`src/rtl/resp_stream_pkg.sv`:
```
package resp_stream_pkg;
  typedef enum logic {MODE_PAR = 1'b0, MODE_SER = 1'b1} rs_mode_e;

  // Number of items in one transfer for a given mode.
  function automatic int unsigned items_for(rs_mode_e m, int unsigned width, int unsigned lane);
    return (m == MODE_SER) ? width : width / lane;
  endfunction
endpackage

```
`src/rtl/resp_stream_store.sv`:
```
module resp_stream_store #(
  parameter int WIDTH = 256,
  parameter int IW    = 8
) (
  input  logic             clk,
  input  logic             rst_n,
  input  logic             wr_ok,
  input  logic             wr_en,
  input  logic [IW-1:0]    wr_idx,
  input  logic             wr_bit,
  input  logic             rot,
  output logic [WIDTH-1:0] data
);
  always_ff @(posedge clk) begin
    if (!rst_n) begin
      data <= '0;
    end else if (rot) begin
      // right rotation: bit 0 leaves, comes back at the top
      data <= {data[0], data[WIDTH-1:1]};
    end else if (wr_en && wr_ok) begin
      data[wr_idx] <= wr_bit;
    end
  end
endmodule

```
`src/rtl/resp_stream_seq.sv`:
```
module resp_stream_seq
  import resp_stream_pkg::*;
#(
  parameter int WIDTH = 256,
  parameter int LANE  = 8,
  parameter int IW    = 8
) (
  input  logic          clk,
  input  logic          rst_n,
  input  logic          ce,
  input  logic          buf_full,
  input  rs_mode_e      mode_sel,
  output logic          busy,
  output logic          start_evt,
  output logic          emit_evt,
  output logic          last_evt,
  output rs_mode_e      mode_q,
  output logic [IW-1:0] cnt
);
  logic [IW-1:0] last_idx;

  assign last_idx  = IW'(items_for(mode_q, WIDTH, LANE) - 1);
  assign start_evt = ce && !busy && buf_full;
  assign emit_evt  = ce && busy;
  assign last_evt  = emit_evt && (cnt == last_idx);

  always_ff @(posedge clk) begin
    if (!rst_n) begin
      busy   <= 1'b0;
      mode_q <= MODE_PAR;
      cnt    <= '0;
    end else if (start_evt) begin
      busy   <= 1'b1;
      mode_q <= mode_sel;
      cnt    <= '0;
    end else if (emit_evt) begin
      cnt <= cnt + 1'b1;
      if (last_evt) busy <= 1'b0;
    end
  end
endmodule

```
`src/rtl/resp_stream_fmt.sv`:
```
module resp_stream_fmt
  import resp_stream_pkg::*;
#(
  parameter int WIDTH = 256,
  parameter int LANE  = 8,
  parameter int IW    = 8,
  parameter int WIW   = 5
) (
  input  logic             clk,
  input  logic             rst_n,
  input  logic             ce,
  input  logic             emit,
  input  rs_mode_e         mode,
  input  logic [IW-1:0]    cnt,
  input  logic [WIDTH-1:0] data,
  output logic [LANE-1:0]  p_out,
  output logic [IW-1:0]    idx_out,
  output logic             out_valid
);
  function automatic logic [LANE-1:0] pick_word(input logic [WIDTH-1:0] d,
                                                input logic [WIW-1:0] k);
    return d[k*LANE +: LANE];
  endfunction

  always_ff @(posedge clk) begin
    if (!rst_n) begin
      p_out     <= '0;
      idx_out   <= '0;
      out_valid <= 1'b0;
    end else if (emit) begin
      out_valid <= 1'b1;
      if (mode == MODE_SER) begin
        p_out   <= {{(LANE-1){1'b0}}, data[0]};
        idx_out <= cnt;
      end else begin
        p_out   <= pick_word(data, cnt[WIW-1:0]);
        idx_out <= IW'(cnt[WIW-1:0]);
      end
    end else if (ce) begin
      out_valid <= 1'b0;
    end
  end
endmodule

```
`src/rtl/resp_stream_unit.sv`:
```
module resp_stream_unit
  import resp_stream_pkg::*;
#(
  parameter int WIDTH = 256,
  parameter int LANE  = 8,
  localparam int IW   = $clog2(WIDTH),
  localparam int WIW  = $clog2(WIDTH / LANE)
) (
  input  logic            clk,
  input  logic            rst_n,
  input  logic            ce,
  input  logic            wr_en,
  input  logic [IW-1:0]   wr_idx,
  input  logic            wr_bit,
  input  logic            buf_full,
  input  logic            mode_sel,
  output logic [LANE-1:0] p_out,
  output logic [IW-1:0]   idx_out,
  output logic            out_valid
);
  logic             busy;
  logic             start_evt;
  logic             emit_evt;
  logic             last_evt;
  rs_mode_e         mode_q;
  logic [IW-1:0]    item_cnt;
  logic [WIDTH-1:0] resp_data;
  logic             rot_evt;

  assign rot_evt = emit_evt && (mode_q == MODE_SER);

  resp_stream_seq #(.WIDTH(WIDTH), .LANE(LANE), .IW(IW)) u_seq (
    .clk(clk), .rst_n(rst_n), .ce(ce), .buf_full(buf_full),
    .mode_sel(rs_mode_e'(mode_sel)), .busy(busy), .start_evt(start_evt),
    .emit_evt(emit_evt), .last_evt(last_evt), .mode_q(mode_q), .cnt(item_cnt)
  );

  resp_stream_store #(.WIDTH(WIDTH), .IW(IW)) u_store (
    .clk(clk), .rst_n(rst_n), .wr_ok(!busy), .wr_en(wr_en), .wr_idx(wr_idx),
    .wr_bit(wr_bit), .rot(rot_evt), .data(resp_data)
  );

  resp_stream_fmt #(.WIDTH(WIDTH), .LANE(LANE), .IW(IW), .WIW(WIW)) u_fmt (
    .clk(clk), .rst_n(rst_n), .ce(ce), .emit(emit_evt), .mode(mode_q),
    .cnt(item_cnt), .data(resp_data), .p_out(p_out), .idx_out(idx_out),
    .out_valid(out_valid)
  );
endmodule

```
`config.mk`:
```
export PLATFORM = sky130hd
export DESIGN_NAME = resp_stream_unit
export DESIGN_NICKNAME = d
export VERILOG_FILES = /design/src/rtl/resp_stream_pkg.sv /design/src/rtl/resp_stream_store.sv /design/src/rtl/resp_stream_seq.sv /design/src/rtl/resp_stream_fmt.sv /design/src/rtl/resp_stream_unit.sv
export SDC_FILE = /design/constraint.sdc
export NUM_CORES = 1
export LEC_CHECK = 0
export BUFFER_PORTS_ARGS = -buffer_cell sky130_fd_sc_hd__clkbuf_2
export CAP_MARGIN = 5
export CORE_MARGIN = 3
export CORE_UTILIZATION = 50
export CTS_CLUSTER_DIAMETER = 50
export CTS_CLUSTER_SIZE = 8
export DETAILED_ROUTE_END_ITERATION = 6
export PLACE_DENSITY_LB_ADDON = 0.1
export SLEW_MARGIN = 20
export SYNTH_ARGS = -nofsm -noshare
export SYNTH_HDL_FRONTEND = slang
export SYNTH_SLANG_ARGS = --single-unit
```
`constraint.sdc`:
```
create_clock -name clk -period 2.7 [get_ports clk]
set_clock_uncertainty 0.1 [all_clocks]
set_input_delay 0.54 -clock clk [delete_from_list [all_inputs] [get_ports clk]]
set_output_delay 0.54 -clock clk [all_outputs]
set_load 0.005 [all_outputs]
```
==> impl_metrics.env, run 1 <==
export IMPL_tightest_slew_ns=0.801
export IMPL_cp_required_ns=3.00
export IMPL_fp_row_count=66
export IMPL_worst_slack_ns=0.338
export IMPL_grt_pass1_vias=14000
export IMPL_start_util=0.512
export IMPL_utilization=0.578
export IMPL_cp_start_kind="flop"
export IMPL_gp_congestion=0.942
export IMPL_synth_cell_types=53
export IMPL_dp_cells=2162
export IMPL_peakVddDrop_mv=0.393
export IMPL_cp_arrival_ns=2.66
export IMPL_antenna_found_initial=1
export IMPL_rsz0062_at_grt="false"
export IMPL_slowest_delay_ns=0.69
export IMPL_fmax_ghz=0.423
export IMPL_max_cap_violations=0
export IMPL_hold_path_class="input pin to flop"
export IMPL_numCtsBuffers=43
export IMPL_cts_num_sinks=283
export IMPL_netlist_area_mm2=0.0168
export IMPL_final_cells=2221
export IMPL_grt_pass1_wl_um=84000
export IMPL_diodes=0
export IMPL_timing_final_crit_share=0.875
export IMPL_mostFrequentLayoutCell="mux2i_1"
export IMPL_clock_latency_ns=0.55
export IMPL_drc=0
export IMPL_cts_repair_resized=0
export IMPL_ys_ff_latch=283
export IMPL_critPathBufInv=1
export IMPL_fin_tns_setup_ns=0
export IMPL_ys_flop_type="dfxtp_1"
export IMPL_clockBufferDepth=3
export IMPL_coreArea_mm2=0.0329
export IMPL_drv_slew=0
export IMPL_finalSetupViolCount=0
export IMPL_routed_wl_um=53700
export IMPL_grt_usage=0.294
export IMPL_slew_headroom=0.466
export IMPL_worstSetupEndpointType="flop"
export IMPL_cp_max_fo=23
export IMPL_syn_nets=1836
export IMPL_netlist_instances=1817
export IMPL_nets=1784
export IMPL_synth_edf_count=0
export IMPL_synth_async_reset_ratio=0
export IMPL_area_growth_pct=12.8
export IMPL_final_cell_mix="297 x mux2i_1, 280 x dfxtp_1, 273 x nor2_1"
export IMPL_hold_viol=0
export IMPL_via_per_inst=6.51
export IMPL_status="finished clean"
export IMPL_portBuffers=31
export IMPL_chipHeight_um=189
export IMPL_crit_slowest_cell="dfxtp_4"
export IMPL_first_pass_iters=7
export IMPL_power_density_mw_per_mm2=525
export IMPL_hpwl_um=32700
export IMPL_die_w_um=189
export IMPL_cp_cell_sequence="buf_12, mux4_2, a22o_1, nor2_1, o221ai_1"
export IMPL_clk_pin_slew_ns=0.05
export IMPL_dieArea_mm2=0.0359
export IMPL_io_pins=32
export IMPL_synthTopCellsByArea="dfxtp_1 34%, mux2i_1 18%, a211oi_1 11%, mux4_2 6.4%, nor2_1 6.1%"
export IMPL_seq_area_frac_synth=0.337
export IMPL_yosys_area_top_type="dfxtp_1"
export IMPL_drt_initial_drc_count=1291
export IMPL_path_class="flop to flop"
export IMPL_period_needed_ns=2.36
export IMPL_ant_nets=0
export IMPL_fill_cells=3021
export IMPL_cts_root_buf="clkbuf_16"
export IMPL_yosys_warnings=0
export IMPL_cts_tree="done"
export IMPL_vias=14500
export IMPL_leakagePower_nw=7.61
export IMPL_drive_gt1_frac=0.187
export IMPL_grt_overflow=0
export IMPL_cp_top_family="flip-flops"
export IMPL_cts_setup_buffers=0
export IMPL_grt_max_degree=144
export IMPL_synth_top_area_share=0.337
export IMPL_ctsHoldBuffers=0
export IMPL_wl_per_cell_um=24.2
export IMPL_synth_area_per_cell_um2=9.26
export IMPL_place_ws_ns=0.172
export IMPL_cts_max_level=2
[path summary, 6_finish.rpt]
path	from	end	slack, ns	depth (start not counted)
worst max register to register	u_seq.cnt[0]$_SDFFE_PP0P_	u_fmt.p_out[1]$_SDFFE_PN0P_	0.34	5
worst min register to register	u_fmt.idx_out[1]$_SDFFE_PN0P_	u_fmt.idx_out[1]$_SDFFE_PN0P_	0.35	2
worst min-delay path	mode_sel	u_seq.mode_q$_SDFFE_PN0P_	0.15	3
worst max-delay path	u_seq.cnt[0]$_SDFFE_PP0P_	u_fmt.p_out[1]$_SDFFE_PN0P_	0.34	5
[where the power goes]
group          switching (mW)  internal (mW)
logic                   0.529          0.239
clock network            1.93           2.99
registers              0.0530           4.23
total                    2.51           7.45
[synthesized netlist by cell type (all sizes together), types with 2 or more instances]
cell and number:
a22oi 16, clkbuf 111, a32oi 7, buf 110, nand4b 10, nor2 274, nor3 82, ha 4
o221ai 6, nor4b 8, and4bb 2, nand2 26, a22o 12, o21ai 5, nand3 179, dfxtp 283
nand2b 4, or3 2, and4b 4, mux2 2, nor4 3, mux4 48, inv 4, nor4bb 9
or4b 4, or4 2, a211oi 257, and2 4, mux2i 297, xnor2 4, nor2b 6, nand4 5
nand4bb 5, a21oi 16
[registers in the layout, indices dropped and copies added (netlist names)]
name             count
u_fmt.idx_out        8
u_fmt.out_valid      1
u_fmt.p_out          8
u_seq.busy           1
u_seq.cnt            8
u_seq.mode_q         1
u_store.data       256
[cell type report]
| type | count | area [um^2] | share of cell area |
|---|---|---|---|
| clock buffers | 54 | 1170 | 0.0615 |
| clock inverters | 5 | 36.3 | 0.00191 |
| inverters | 4 | 22.5 | 0.00119 |
| multi-input cells | 1309 | 10200 | 0.539 |
| flip-flops and latches | 283 | 5670 | 0.299 |
| well taps | 442 | 553 | 0.0291 |
| repair buffers | 124 | 1300 | 0.0683 |
[metrics by stage]
step	cell area, um^2	power (mW)	hold WS, ns
2_1_floorplan	16800	4.84	0.353
5_1_grt	19000	10.3	0.165
6_report	19000	9.97	0.151
3_5_place_dp	17800	5.12	0.348
3_3_place_gp	17800	5.12	0.343
4_1_cts	19000	10.0	0.133
[worst min-delay path: cells and delay by family]
kind / cells / cell delay (ns)
AND/OR/NAND/NOR: 1 / 0.09
buffers and inverters: 1 / 0.08
multiplexers: 1 / 0.05
[per-layer routing]
metal  GRT usage  part of all wire  vias to the layer above
met5           0           0.00024                        -
met4       0.107             0.035                        2
li1            -                 -                     6657
met2       0.437              0.43                      543
met3      0.0493             0.076                      104
met1       0.431              0.45                     7145
[cell families (layout without fill, tap and decap cells)]
| family | after synthesis | after routing | share of synthesized area |
|---|---|---|---|
| AOI/OAI and AO/OA | 320 | 320 | 0.144 |
| xor gates and xnor gates | 5 | 5 | 0.00260 |
| adders and majority gates | 4 | 4 | 0.00297 |
| buffers and inverters | 225 | 187 | 0.0622 |
| DFF | 283 | 283 | 0.337 |
| muxes | 347 | 347 | 0.242 |
| and+or+nand+nor | 633 | 633 | 0.210 |
No activity file was read; power rests on OpenSTA's default activity.
==> run 2: changes to the inputs <==
--- a/config.mk
+++ b/config.mk
@@ -7,8 +7,8 @@
 export LEC_CHECK = 0
 export BUFFER_PORTS_ARGS = -buffer_cell sky130_fd_sc_hd__clkbuf_2
 export CAP_MARGIN = 5
-export CORE_MARGIN = 3
 export CORE_UTILIZATION = 50
+export CTS_BUF_LIST = sky130_fd_sc_hd__clkbuf_16
 export CTS_CLUSTER_DIAMETER = 50
 export CTS_CLUSTER_SIZE = 8
 export DETAILED_ROUTE_END_ITERATION = 6
==> run 2 against run 1 <==
Cell count down 0.81%. Via count about the same. Count of clock-buffer cells in the layout down 9. Critical endpoint is now u_fmt.p_out[3]$_SDFFE_PN0P_.
==> impl_metrics.env, run 2 (same netlist as run 1, synthesis figures left out) <==
export IMPL_status="finished clean"
export IMPL_regMostFlops="u_store.data"
export IMPL_cts_setup_buffers=0
export IMPL_peakVddDrop_mv=0.399
export IMPL_io_pins=32
export IMPL_cts_max_level=2
export IMPL_die_w_um=185
export IMPL_routed_wl_um=53500
export IMPL_cts_num_sinks=283
export IMPL_highest_layer="met5"
export IMPL_power_density_mw_per_mm2=529
export IMPL_clockBufferDepth=3
export IMPL_nets=1768
export IMPL_start_util=0.512
export IMPL_hold_viol=0
export IMPL_cp_cell_sequence="buf_12, mux4_2, a22o_1, nor2_1, o221ai_1"
export IMPL_numCtsBuffers=43
export IMPL_met2_length_um=23400
export IMPL_crit_slowest_cell="dfxtp_4"
export IMPL_coreArea_mm2=0.0329
export IMPL_cp_arrival_ns=2.66
export IMPL_first_pass_iters=6
export IMPL_drv_slew=0
export IMPL_hpwl_um=32500
export IMPL_grt_usage=0.313
export IMPL_wl_per_cell_um=24.3
export IMPL_clock_power_share=0.492
export IMPL_cts_repair_resized=0
export IMPL_place_ws_ns=0.129
export IMPL_grt_max_degree=111
export IMPL_finalSetupViolCount=0
export IMPL_cts_tree="done"
export IMPL_drt_initial_drc_count=1621
export IMPL_final_area_mm2=0.0187
export IMPL_chipHeight_um=185
export IMPL_wl_met3_um=3870
export IMPL_clock_latency_ns=0.54
export IMPL_cp_max_fo=17
export IMPL_placed_cell_area_mm2=0.0175
export IMPL_portBuffers=31
export IMPL_ctsHoldBuffers=0
export IMPL_vias=14500
export IMPL_switching_share=0.255
export IMPL_via_per_inst=6.56
export IMPL_mostFrequentLayoutCell="mux2i_1"
export IMPL_drc=0
export IMPL_cp_required_ns=2.99
export IMPL_area_growth_pct=11.1
export IMPL_grt_pass1_vias=13600
export IMPL_slowest_delay_ns=0.61
export IMPL_ant_nets=0
export IMPL_slew_headroom=0.470
export IMPL_holdWs_ns=0.147
export IMPL_tightest_slew_ns=0.795
export IMPL_p_int_mw=7.37
export IMPL_clk_pin_slew_ns=0.05
export IMPL_fmax_ghz=0.423
export IMPL_diodes=0
export IMPL_max_cap_violations=0
export IMPL_final_cell_mix="297 x mux2i_1, 280 x dfxtp_1, 273 x nor2_1"
export IMPL_timing_final_crit_share=0.875
export IMPL_cp_start_kind="flop"
export IMPL_met1Wirelength_um=24700
export IMPL_largest_reg_flops=256
export IMPL_path_class="flop to flop"
export IMPL_grt_overflow=0
export IMPL_p_switching_mw=2.52
export IMPL_combPwrFrac=0.076
export IMPL_worstSetupEndpointType="flop"
export IMPL_grt_pass1_wl_um=83100
export IMPL_worst_slack_ns=0.338
export IMPL_antenna_found_initial=1
export IMPL_rsz0062_at_grt="false"
export IMPL_leakagePower_nw=7.50
export IMPL_seqPwrFrac=0.432
export IMPL_drive_gt1_frac=0.177
export IMPL_hold_path_class="input pin to flop"
export IMPL_cts_root_buf="clkbuf_16"
export IMPL_fp_row_count=66
export IMPL_final_cells=2203
export IMPL_gp_congestion=0.966
export IMPL_fin_tns_setup_ns=0
export IMPL_dp_cells=2146
export IMPL_dieArea_mm2=0.0344
export IMPL_period_needed_ns=2.36
## run 2: cell types whose count changed in the layout (fill, tap and decap cells not counted), sizes merged
cell,change
buf,-16
clkbuf,-9
clkinv,+5
inv,+2
## run 2: stage by stage
step / total power, mW / util
global placement: 5.10 / 0.533
detailed placement: 5.10 / 0.533
global route: 10.2 / 0.569
finish: 9.89 / 0.569
CTS: 9.93 / 0.569
floorplan: 4.84 / -
## run 2: final cells by class
class,instances,area (um^2)
inverter,4,22.5
clock buffer,45,1130
sequential,283,5670
tap,442,553
fill,3022,14200
multi-input combinational,1309,10200
clock inverter,12,48.8
timing repair buffer,108,1040
## run 2: worst paths after layout
kind,from,endpoint,slack [ns],cells after the start
worst max register to register,u_seq.cnt[0]$_SDFFE_PP0P_,u_fmt.p_out[3]$_SDFFE_PN0P_,0.34,5
worst min register to register,u_fmt.idx_out[0]$_SDFFE_PN0P_,u_fmt.idx_out[0]$_SDFFE_PN0P_,0.35,2
worst min-delay path,mode_sel,u_seq.mode_q$_SDFFE_PN0P_,0.15,3
worst max-delay path,u_seq.cnt[0]$_SDFFE_PP0P_,u_fmt.p_out[3]$_SDFFE_PN0P_,0.34,5
## run 2: power groups by stage
stage / registers [mW] / logic, mW / clock network, mW
floorplan: 4.33 / 0.502 / 0
global placement: 4.36 / 0.736 / 0
CTS: 4.28 / 0.742 / 4.92
global route: 4.28 / 0.791 / 5.11
detailed placement: 4.36 / 0.740 / 0
finish: 4.28 / 0.752 / 4.86
## run 2: critical path, delay by kind of cell, from the launching register on
| kind | cells | cell delay, ns |
|---|---|---|
| flops | 1 | 0.61 |
| mux | 1 | 0.54 |
| compound gates | 2 | 0.48 |
| buf+inv | 1 | 0.25 |
| simple gates | 1 | 0.21 |
## run 2: routing by layer
layer,up-vias,track usage
met3,90,0.0550
li1,6634,-
met5,-,0
met1,7226,0.457
met2,501,0.463
met4,2,0.101
